===== src/rtl/stk_pkg.sv =====
package stk_pkg;

  typedef enum logic [1:0] {
    OP_PUSH  = 2'd0,
    OP_POP   = 2'd1,
    OP_ENTER = 2'd2,
    OP_LEAVE = 2'd3
  } stkOp_e;

  typedef enum logic [1:0] {
    FLT_NONE  = 2'd0,
    FLT_OVER  = 2'd1,
    FLT_UNDER = 2'd2
  } stkFault_e;

  typedef enum logic [1:0] {
    S_IDLE = 2'd0,
    S_HI   = 2'd1,
    S_LO   = 2'd2
  } stkState_e;

  // strobes from control to datapath
  typedef struct packed {
    logic load;     // latch request words
    logic pair;     // request is a two-word frame
    logic spDec;    // pointer -= word size
    logic spInc;    // pointer += word size
    logic capHi;    // capture high byte of a read
    logic popDone;  // second byte of a read is on the bus
    logic wordSel;  // 0: first word, 1: second word
    logic lowLane;  // 0: high byte at pointer, 1: low byte at pointer+1
    logic wr;
    logic rd;
  } stkStrobe_t;

endpackage


===== src/rtl/stk_dpath.sv =====
module stk_dpath
  import stk_pkg::*;
#(
  parameter int ADDR_W  = 16,
  parameter int DATA_W  = 16,
  parameter int LANE_W  = 8,
  parameter logic [ADDR_W-1:0] WIN_BASE  = 16'hFD00,
  parameter int WIN_BYTES = 256
) (
  input  logic              clk,
  input  logic              rstN,
  input  stkStrobe_t        str,
  input  logic [DATA_W-1:0] pushData,
  input  logic [DATA_W-1:0] pushFlags,
  input  logic [LANE_W-1:0] memRdata,
  output logic [ADDR_W-1:0] spOut,
  output logic [ADDR_W-1:0] memAddr,
  output logic [LANE_W-1:0] memWdata,
  output logic              popValid,
  output logic [DATA_W-1:0] popData,
  output logic              pushOk,
  output logic              pairPushOk,
  output logic              popOk,
  output logic              pairPopOk
);
  localparam int WORD_BYTES = DATA_W / LANE_W;
  localparam logic [ADDR_W-1:0] STEP     = ADDR_W'(WORD_BYTES);
  localparam logic [ADDR_W-1:0] WIN_TOP  = WIN_BASE + ADDR_W'(WIN_BYTES);
  localparam logic [ADDR_W-1:0] PUSH_MIN = WIN_BASE + STEP;
  localparam logic [ADDR_W-1:0] PAIR_MIN = WIN_BASE + STEP + STEP;
  localparam logic [ADDR_W-1:0] PAIR_TOP = WIN_TOP - STEP;

  logic [ADDR_W-1:0] spReg;
  logic [DATA_W-1:0] word0, word1, curWord;
  logic [LANE_W-1:0] hiByte;

  // window bounds
  assign pushOk     = spReg >= PUSH_MIN;
  assign pairPushOk = spReg >= PAIR_MIN;
  assign popOk      = spReg <  WIN_TOP;
  assign pairPopOk  = spReg <  PAIR_TOP;

  always_ff @(posedge clk) begin
    if (!rstN) begin
      spReg <= WIN_TOP;
    end else if (str.spDec) begin
      spReg <= spReg - STEP;
    end else if (str.spInc) begin
      spReg <= spReg + STEP;
    end
  end

  always_ff @(posedge clk) begin
    if (!rstN) begin
      word0 <= '0;
      word1 <= '0;
    end else if (str.load) begin
      word0 <= str.pair ? pushFlags : pushData;
      word1 <= pushData;
    end
  end

  assign curWord  = str.wordSel ? word1 : word0;
  assign memAddr  = spReg + ADDR_W'(str.lowLane);
  assign memWdata = str.lowLane ? curWord[LANE_W-1:0] : curWord[DATA_W-1:DATA_W-LANE_W];

  always_ff @(posedge clk) begin
    if (!rstN) begin
      hiByte   <= '0;
      popData  <= '0;
      popValid <= 1'b0;
    end else begin
      popValid <= str.popDone;
      if (str.capHi) hiByte <= memRdata;
      if (str.popDone) popData <= {hiByte, memRdata};
    end
  end

  assign spOut = spReg;

  a_r2_push_step: assert property (@(posedge clk) disable iff (!rstN)
    str.spDec |=> spReg == $past(spReg) - STEP);

  a_r3_pop_step: assert property (@(posedge clk) disable iff (!rstN)
    str.popDone |=> popValid && spReg == $past(spReg) + STEP);

  a_r9_in_window: assert property (@(posedge clk) disable iff (!rstN)
    spReg[0] == 1'b0 && spReg >= WIN_BASE && spReg <= WIN_TOP);

endmodule


===== src/rtl/stk_ctrl.sv =====
module stk_ctrl
  import stk_pkg::*;
(
  input  logic       clk,
  input  logic       rstN,
  input  logic       reqValid,
  input  logic [1:0] reqOp,
  input  logic       pushOk,
  input  logic       pairPushOk,
  input  logic       popOk,
  input  logic       pairPopOk,
  output stkStrobe_t str,
  output logic       busy,
  output logic       faultValid,
  output logic [1:0] faultCode
);
  stkState_e state;
  logic      isPop, isPair, wordSel;
  logic      reqIsPop, reqIsPair, fitOk, accept, refuse;

  assign reqIsPop  = reqOp[0];
  assign reqIsPair = reqOp[1];
  assign fitOk  = reqIsPop ? (reqIsPair ? pairPopOk  : popOk)
                           : (reqIsPair ? pairPushOk : pushOk);
  assign accept = (state == S_IDLE) && reqValid && fitOk;
  assign refuse = (state == S_IDLE) && reqValid && !fitOk;
  assign busy   = (state != S_IDLE);

  always_comb begin
    str         = '0;
    str.load    = accept;
    str.pair    = reqIsPair;
    str.spDec   = accept && !reqIsPop;
    str.wordSel = wordSel;
    unique case (state)
      S_HI: begin
        str.wr    = !isPop;
        str.rd    = isPop;
        str.capHi = isPop;
      end
      S_LO: begin
        str.lowLane = 1'b1;
        str.wr      = !isPop;
        str.rd      = isPop;
        str.popDone = isPop;
        str.spInc   = isPop;
        if (!isPop && isPair && !wordSel) str.spDec = 1'b1;
      end
      default: ;
    endcase
  end

  always_ff @(posedge clk) begin
    if (!rstN) begin
      state      <= S_IDLE;
      isPop      <= 1'b0;
      isPair     <= 1'b0;
      wordSel    <= 1'b0;
      faultValid <= 1'b0;
      faultCode  <= FLT_NONE;
    end else begin
      faultValid <= refuse;
      faultCode  <= refuse ? (reqIsPop ? FLT_UNDER : FLT_OVER) : FLT_NONE;
      unique case (state)
        S_IDLE: if (accept) begin
          state   <= S_HI;
          isPop   <= reqIsPop;
          isPair  <= reqIsPair;
          wordSel <= 1'b0;
        end
        S_HI: state <= S_LO;
        S_LO: begin
          if (isPair && !wordSel) begin
            wordSel <= 1'b1;
            state   <= S_HI;
          end else begin
            state <= S_IDLE;
          end
        end
        default: state <= S_IDLE;
      endcase
    end
  end

  a_r4_refuse_quiet: assert property (@(posedge clk) disable iff (!rstN)
    faultValid |-> !busy && !str.wr && !str.rd);

  a_r5_fault_code: assert property (@(posedge clk) disable iff (!rstN)
    faultValid |-> (faultCode == FLT_OVER || faultCode == FLT_UNDER));

  a_r2_lane_order: assert property (@(posedge clk) disable iff (!rstN)
    (str.wr || str.rd) && !str.lowLane |=> (str.wr || str.rd) && str.lowLane);

  a_r8_no_restart: assert property (@(posedge clk) disable iff (!rstN)
    busy && reqValid |-> !str.load);

endmodule


===== src/rtl/stk_unit.sv =====
module stk_unit
  import stk_pkg::*;
#(
  parameter int ADDR_W    = 16,
  parameter int DATA_W    = 16,
  parameter int LANE_W    = 8,
  parameter logic [ADDR_W-1:0] WIN_BASE = 16'hFD00,
  parameter int WIN_BYTES = 256
) (
  input  logic              clk,
  input  logic              rstN,
  input  logic              reqValid,
  input  logic [1:0]        reqOp,
  input  logic [DATA_W-1:0] pushData,
  input  logic [DATA_W-1:0] pushFlags,
  output logic              busy,
  output logic [ADDR_W-1:0] sp,
  output logic              memWe,
  output logic              memRe,
  output logic [ADDR_W-1:0] memAddr,
  output logic [LANE_W-1:0] memWdata,
  input  logic [LANE_W-1:0] memRdata,
  output logic              popValid,
  output logic [DATA_W-1:0] popData,
  output logic              faultValid,
  output logic [1:0]        faultCode
);
  stkStrobe_t str;
  logic pushOk, pairPushOk, popOk, pairPopOk;

  stk_ctrl u_ctrl (
    .clk(clk), .rstN(rstN), .reqValid(reqValid), .reqOp(reqOp),
    .pushOk(pushOk), .pairPushOk(pairPushOk), .popOk(popOk), .pairPopOk(pairPopOk),
    .str(str), .busy(busy), .faultValid(faultValid), .faultCode(faultCode)
  );

  stk_dpath #(
    .ADDR_W(ADDR_W), .DATA_W(DATA_W), .LANE_W(LANE_W),
    .WIN_BASE(WIN_BASE), .WIN_BYTES(WIN_BYTES)
  ) u_dpath (
    .clk(clk), .rstN(rstN), .str(str), .pushData(pushData), .pushFlags(pushFlags),
    .memRdata(memRdata), .spOut(sp), .memAddr(memAddr), .memWdata(memWdata),
    .popValid(popValid), .popData(popData), .pushOk(pushOk), .pairPushOk(pairPushOk),
    .popOk(popOk), .pairPopOk(pairPopOk)
  );

  assign memWe = str.wr;
  assign memRe = str.rd;

  a_r4_sp_hold: assert property (@(posedge clk) disable iff (!rstN)
    faultValid |-> $stable(sp));

  a_r8_busy_covers_bus: assert property (@(posedge clk) disable iff (!rstN)
    (memWe || memRe) |-> busy);

endmodule


===== config.mk =====
export PLATFORM = sky130hd
export DESIGN_NAME = stk_unit
export DESIGN_NICKNAME = d
export VERILOG_FILES = /design/src/rtl/stk_pkg.sv /design/src/rtl/stk_dpath.sv /design/src/rtl/stk_ctrl.sv /design/src/rtl/stk_unit.sv
export SDC_FILE = /design/constraint.sdc
export NUM_CORES = 1
export LEC_CHECK = 0
export CORE_MARGIN = 2
export CORE_UTILIZATION = 40
export DETAILED_ROUTE_END_ITERATION = 7
export PLACE_DENSITY = 0.7
export RECOVER_POWER = 25
export SLEW_MARGIN = 15
export SYNTH_ARGS = -nofsm -noshare
export SYNTH_HDL_FRONTEND = slang
export SYNTH_SLANG_ARGS = --single-unit

===== constraint.sdc =====
create_clock -name clk -period 4.6 [get_ports clk]
set_clock_uncertainty 0.05 [all_clocks]
set_input_delay 1.38 -clock clk [delete_from_list [all_inputs] [get_ports clk]]
set_output_delay 1.38 -clock clk [all_outputs]
set_load 0.01 [all_outputs]

=== Word level (Yosys, flattened, before mapping) ===
Cells that the tools add are included.

* Shift operators: 0
* Multipliers: 0
* $add $sub $neg: 3
* Equal/unequal tests: 4
* Mux-type cells: 21
* Reductions and logical operators: 19
* $lt $le $gt $ge: 4
* Divide/modulo/power cells: 0
* Bitwise operators: 0

{| class="wikitable"
|+ Operators by type and width
! cell !! number
|-
| two-way mux 16 bit || 4
|-
| greater-or-equal comparator 16 bit (second input constant) || 2
|-
| < comparator 16 bit (second input constant) || 2
|-
| adder 16 x 1 -> 16 bit || 1
|-
| adder 16 x 2 -> 16 bit (second input constant) || 1
|-
| subtractor 16 x 2 -> 16 bit (second input constant) || 1
|-
| two-way mux 1 bit || 10
|-
| two-way mux 2 bit || 4
|-
| two-way mux 8 bit || 1
|-
| logical AND 1 bit || 7
|-
| one-hot mux 2 bit (3 select lines) || 1
|-
| nonzero test 2 bit || 3
|-
| zero test 1 bit || 4
|-
| != test 2 x 1 -> 1 bit (second input constant) || 2
|-
| AND reduction 2 bit || 2
|-
| AND reduction 3 bit || 1
|-
| equality test 2 x 1 -> 1 bit (second input constant) || 1
|-
| equality test 2 bit (second input constant) || 1
|-
| zero test 2 bit || 1
|-
| one-hot mux 1 bit (2 select lines) || 1
|-
| OR reduction 2 bit || 1
|}

* Latch bits: 0
* Memories: 0
* Word-level logic and storage cells: 63
* Memory bits (read-only): 0
* Memory bits (writable): 0
* Bits of input ports: 45
* Flip-flop bits (word level): 81
* Output and inout bits: 63

=== Logic depth before layout (Yosys ltp) ===
* Depth in word-level cells: 9
* Mapped depth: 13
* Gate-level depth less buffers: 13

=== By module ===
From an unflattened synthesis, not the netlist that was laid out.

* Cells, all modules: 446
* Area, all modules: 4315.4 um2

{| class="wikitable"
|+ Modules (own cells, without submodules)
! module !! area each (um2) !! cells each !! times used
|-
| stk_dpath || 3826.2 || 389 || 1
|-
| stk_ctrl || 489.2 || 57 || 1
|}

=== Worst setup path before layout ===
OpenSTA, ideal clock, no wires.

* Path type: in2reg
* Start point: in reqOp[1]
* End point: reg u_dpath.spReg[15] (netlist: u_dpath.spOut[15])
* Stages on the path: 12
* Path buffers: 1
* Data arrival time: 4.556 ns
* Setup slack: -0.127 ns
* Path through: buf_6 > and2b_2 > o41a_1 > o2111ai_1 > nand2_1 > ha_1 > nor2b_1 > o311ai_0 > a21oi_1 > o21a_1 > o32a_1 > mux2_2

* Cells in the longest elaborated chain, start to end: 7

{| class="wikitable"
|+ Ends and longest elaborated chain
! what !! line !! text
|-
| start, declared || stk_unit.sv:13 || <nowiki>input logic [1:0] reqOp,</nowiki>
|-
| two-way mux 1 bit, on equally long branches || stk_ctrl.sv:24, stk_ctrl.sv:23 ||
|-
| two-way mux 1 bit * || stk_ctrl.sv:23 || <nowiki>assign fitOk = reqIsPop ? (reqIsPair ? pairPopOk : popOk)</nowiki>
|-
| logical AND 1 bit * || stk_ctrl.sv:25 || <nowiki>assign accept = (state == S_IDLE) && reqValid && fitOk;</nowiki>
|-
| logical AND 1 bit * || stk_ctrl.sv:33 || <nowiki>str.spDec = accept && !reqIsPop;</nowiki>
|-
| two-way mux 1 bit || stk_ctrl.sv:47 || <nowiki>if (!isPop && isPair && !wordSel) str.spDec = 1'b1;</nowiki>
|-
| two-way mux 2 bit * || stk_ctrl.sv:35 || <nowiki>unique case (state)</nowiki>
|-
| two-way mux 16 bit or nonzero test 2 bit (tied branches) || n/a ||
|-
| end signal, assigned || stk_dpath.sv:47 || <nowiki>spReg <= spReg - STEP;</nowiki>
|-
| end signal, assigned || stk_dpath.sv:49 || <nowiki>spReg <= spReg + STEP;</nowiki>
|-
| end, declared || stk_dpath.sv:33 || <nowiki>logic [ADDR_W-1:0] spReg;</nowiki>
|}

Every way passes the cells marked *; elsewhere a longest branch is shown, timed or not.
A chain may end at the register's enable or synchronous reset.

=== Final worst setup path ===
Ends and elaborated chain as after synthesis.

==> reports/qor.txt <==
Number of synthesized register bits: 80
Post-route minimum period: 4390 ps
Synth top area share: 0.383
Fin area: 5630 um^2
# IOs: 108
Crit. End Element: register
Mapped Area: 4180 um^2
Proportion of layout cells with a drive suffix above 1: 0.120
Post-CTS sizing: 0
Filler cells: 916
TritonRoute pass-1 iters: 4
Warnings, synthesis: 0
Post-Synth Simple-Gate Area: 0.170
Grt total ovfl: 0
Fmax: 228 MHz
CTS Hold Bufs: 0
Outcome: finished with violations
Layout Nets: 643
Cell taking the most area after synthesis: dfxtp_1
Unrepaired setup endpoints after global routing: no
CP arrival: 4580 ps
Root buffer selected by CTS: clkbuf_8
Largest vdd supply drop: 0.379 mV
Hpwl dp: 7670 um
Crit Path Max Fanout: 7
Clk_lat worst skew: 350 ps
H-tree levels: 3
Hold Startpoint: u_dpath.hiByte[2]
Number of global-route vias before repair: 3,664
Cell with the most instances after synthesis: dfxtp_1
Antenna cell count: 0
Avg WL per Cell: 14.6 um
Reg2reg path depth: 14
First-pass GRT wire length: 17,300 um
Fin util: 0.550
Mux cell area share after synthesis: 0.125
Tcrit/Tclk final: 0.955
Drt initial violations: 187
Main synth FF type: dfxtp_1
Hold Vio Cnt, Final: 0
Final Max Tran Viols: 49
Post-synth EDFFs: 0
CP Class: in2reg
Mapped Avg Cell Area: 8.99 um^2
Die H: 106 um
Cell Area, Placed: 5400 um^2
Routed vias: 3,705
Routed WL: 10,500 um
Starting density of the core: 0.409
Adder-cell area share of the yosys netlist: 0.0647
Crit start category: primary input
R2R Setup Slk: 1060 ps
Setup Buffers After CTS: 0
Overall Global Routing Usage: 0.191
Post-synthesis sequential area ratio: 0.383
Die area: 11,300 um^2
Placeable Area: 10,200 um^2
Reg2reg start: u_ctrl.state[0]
CTS sink cnt: 80
Leak Pwr: 2.34 nW
Syn nets: 531
Synth area leaders: dfxtp_1 (38%), mux2i_1 (7.9%), nand2_1 (6.3%), ha_1 (6.0%), a21oi_1 (5.3%)
Antenna-violating nets left: 0
Hold Path Class: reg2reg
CP startpoint: reqOp[1]
WP data required: 4790 ps
Die width: 106 um
Row cnt: 37
Complex-gate fraction of the synthesized area: 0.160
Async set-reset flop share out of synthesis: 0
Clk buf depth: 2
Relative slew slack: -0.0482
Largest family of logic cells by synthesized area: simple AND/OR/NAND/NOR gates
CTS clk-pin slew, worst paths: 90 ps
WHS Path Cells: 2
I/O Buffers: 106
Largest net degree at the start of global routing: 49
Final routed DRC violation total: 0
PD cells: 648 nW/um^2
Via density: 5.17
CTS buffer count: 9
Synth Area in XOR/XNOR: 0.0210
Max Cap Viol: 1
FF+latch area: 1600 um^2
Area of the multi-input gates: 2270 um^2
Gate Count Post-Synth: 465
Area grow syn2layout: 34.7%
CTS tree: yes
Failing checks: capacitance limit, slew limit
Final Setup Violations: 0
Initial antenna violation count: 0
Worst-Margin Slew: 1570 ps
Final Wtd Congestion: 0.869
Post-synth top cells: dfxtp_1 (80), nand2_1 (70), nor2_1 (45), a21oi_1 (44), mux2i_1 (33)
Unique masters post-synth: 55
critical path, stage by stage:
cell and delay, ps:
clkdlybuf4s50_1 490, and2b_2 220, o41a_1 410, o2111ai_2 220, nand2_2 140, buf_4 180, ha_1 290, buf_4 150
nand4_1 80, and3_1 210, a21oi_1 100, o21a_1 170, o32a_1 280, mux2_2 260
registers in the layout (all words and copies together) (netlist names):
register / count
u_ctrl.faultCode: 2
u_dpath.spOut: 15
u_ctrl.state: 2
u_ctrl.faultValid: 1
u_ctrl.wordSel: 1
u_dpath.hiByte: 8
u_ctrl.isPop: 1
u_ctrl.isPair: 1
u_dpath.word0: 16
u_dpath.popValid: 1
u_dpath.popData: 16
u_dpath.word1: 16
kinds of logic after synthesis:
| logic type | Yosys count |
|---|---|
| adder cells (fa/ha/maj) | 21 |
| buffers and inverters | 50 |
| AO/OA/AOI/OAI | 101 |
| multiplexers | 42 |
| XOR/XNOR | 10 |
| AND/OR/NAND/NOR | 160 |
| flip-flops | 80 |
| other | 1 |
cell type report:
type                       instances  share of cell area
timing repair buffer             143               0.238
tap                              136              0.0302
clock inverter                     5              0.0144
clock buffer                      10              0.0244
sequential                        80               0.285
multi-input combinational        335               0.403
inverter                           8             0.00533
cell usage in the layout, fill, tap and decap left out, types with 3 or more instances in the layout:
cell,count
clkdlybuf4s50_1,82
dfxtp_1,80
nand2_1,69
nor2_1,45
a21oi_1,44
buf_4,37
mux2i_1,33
dlygate4sd3_1,24
ha_1,20
a211oi_1,19
nand3_1,16
o211ai_1,10
clkbuf_8,10
inv_1,8
mux4_2,8
o21ai_0,7
xnor2_1,7
nor3_1,5
and3_1,4
a21o_1,4
and4_1,3
and2_1,3
o21a_1,3
xor2_1,3
layer usage:
metal,vias up,track usage,wire (um),part of all wire
met5,-,0,0,0
met4,0,0.0705,189,0.018
met3,18,0.0392,393,0.038
met2,81,0.324,5300,0.51
met1,1754,0.238,4580,0.44
li1,1852,-,-,-
metrics by stage:
step | hold WS, ps | total power (W) | worst slack, ps | TNS (ps) | instances
after floorplan | 382 | 0.00242 | 107 | 0 | 465
after global placement | 387 | 0.00304 | -127 | -322 | 702
after detailed placement | 391 | 0.00309 | -200 | -629 | 702
after CTS | 402 | 0.00367 | 150 | 0 | 717
after global routing | 423 | 0.00395 | 3.28 | 0 | 717
final | 402 | 0.00365 | 205 | 0 | 717
report_power, final:
group,switching (W),internal (W),leakage (nW)
sequential,0.000157,0.000858,0.651
clock,0.000257,0.000318,0.108
combinational,0.00100,0.00105,1.58
total,0.00142,0.00223,2.34
final timing paths:
path	endpoint
worst max-delay path	u_dpath.spOut[15]
worst min-delay path	u_dpath.popData[10]
worst max register to register	u_dpath.spOut[15]
worst min register to register	u_dpath.popData[10]
Note: power is estimated with default switching activity, not from simulation.
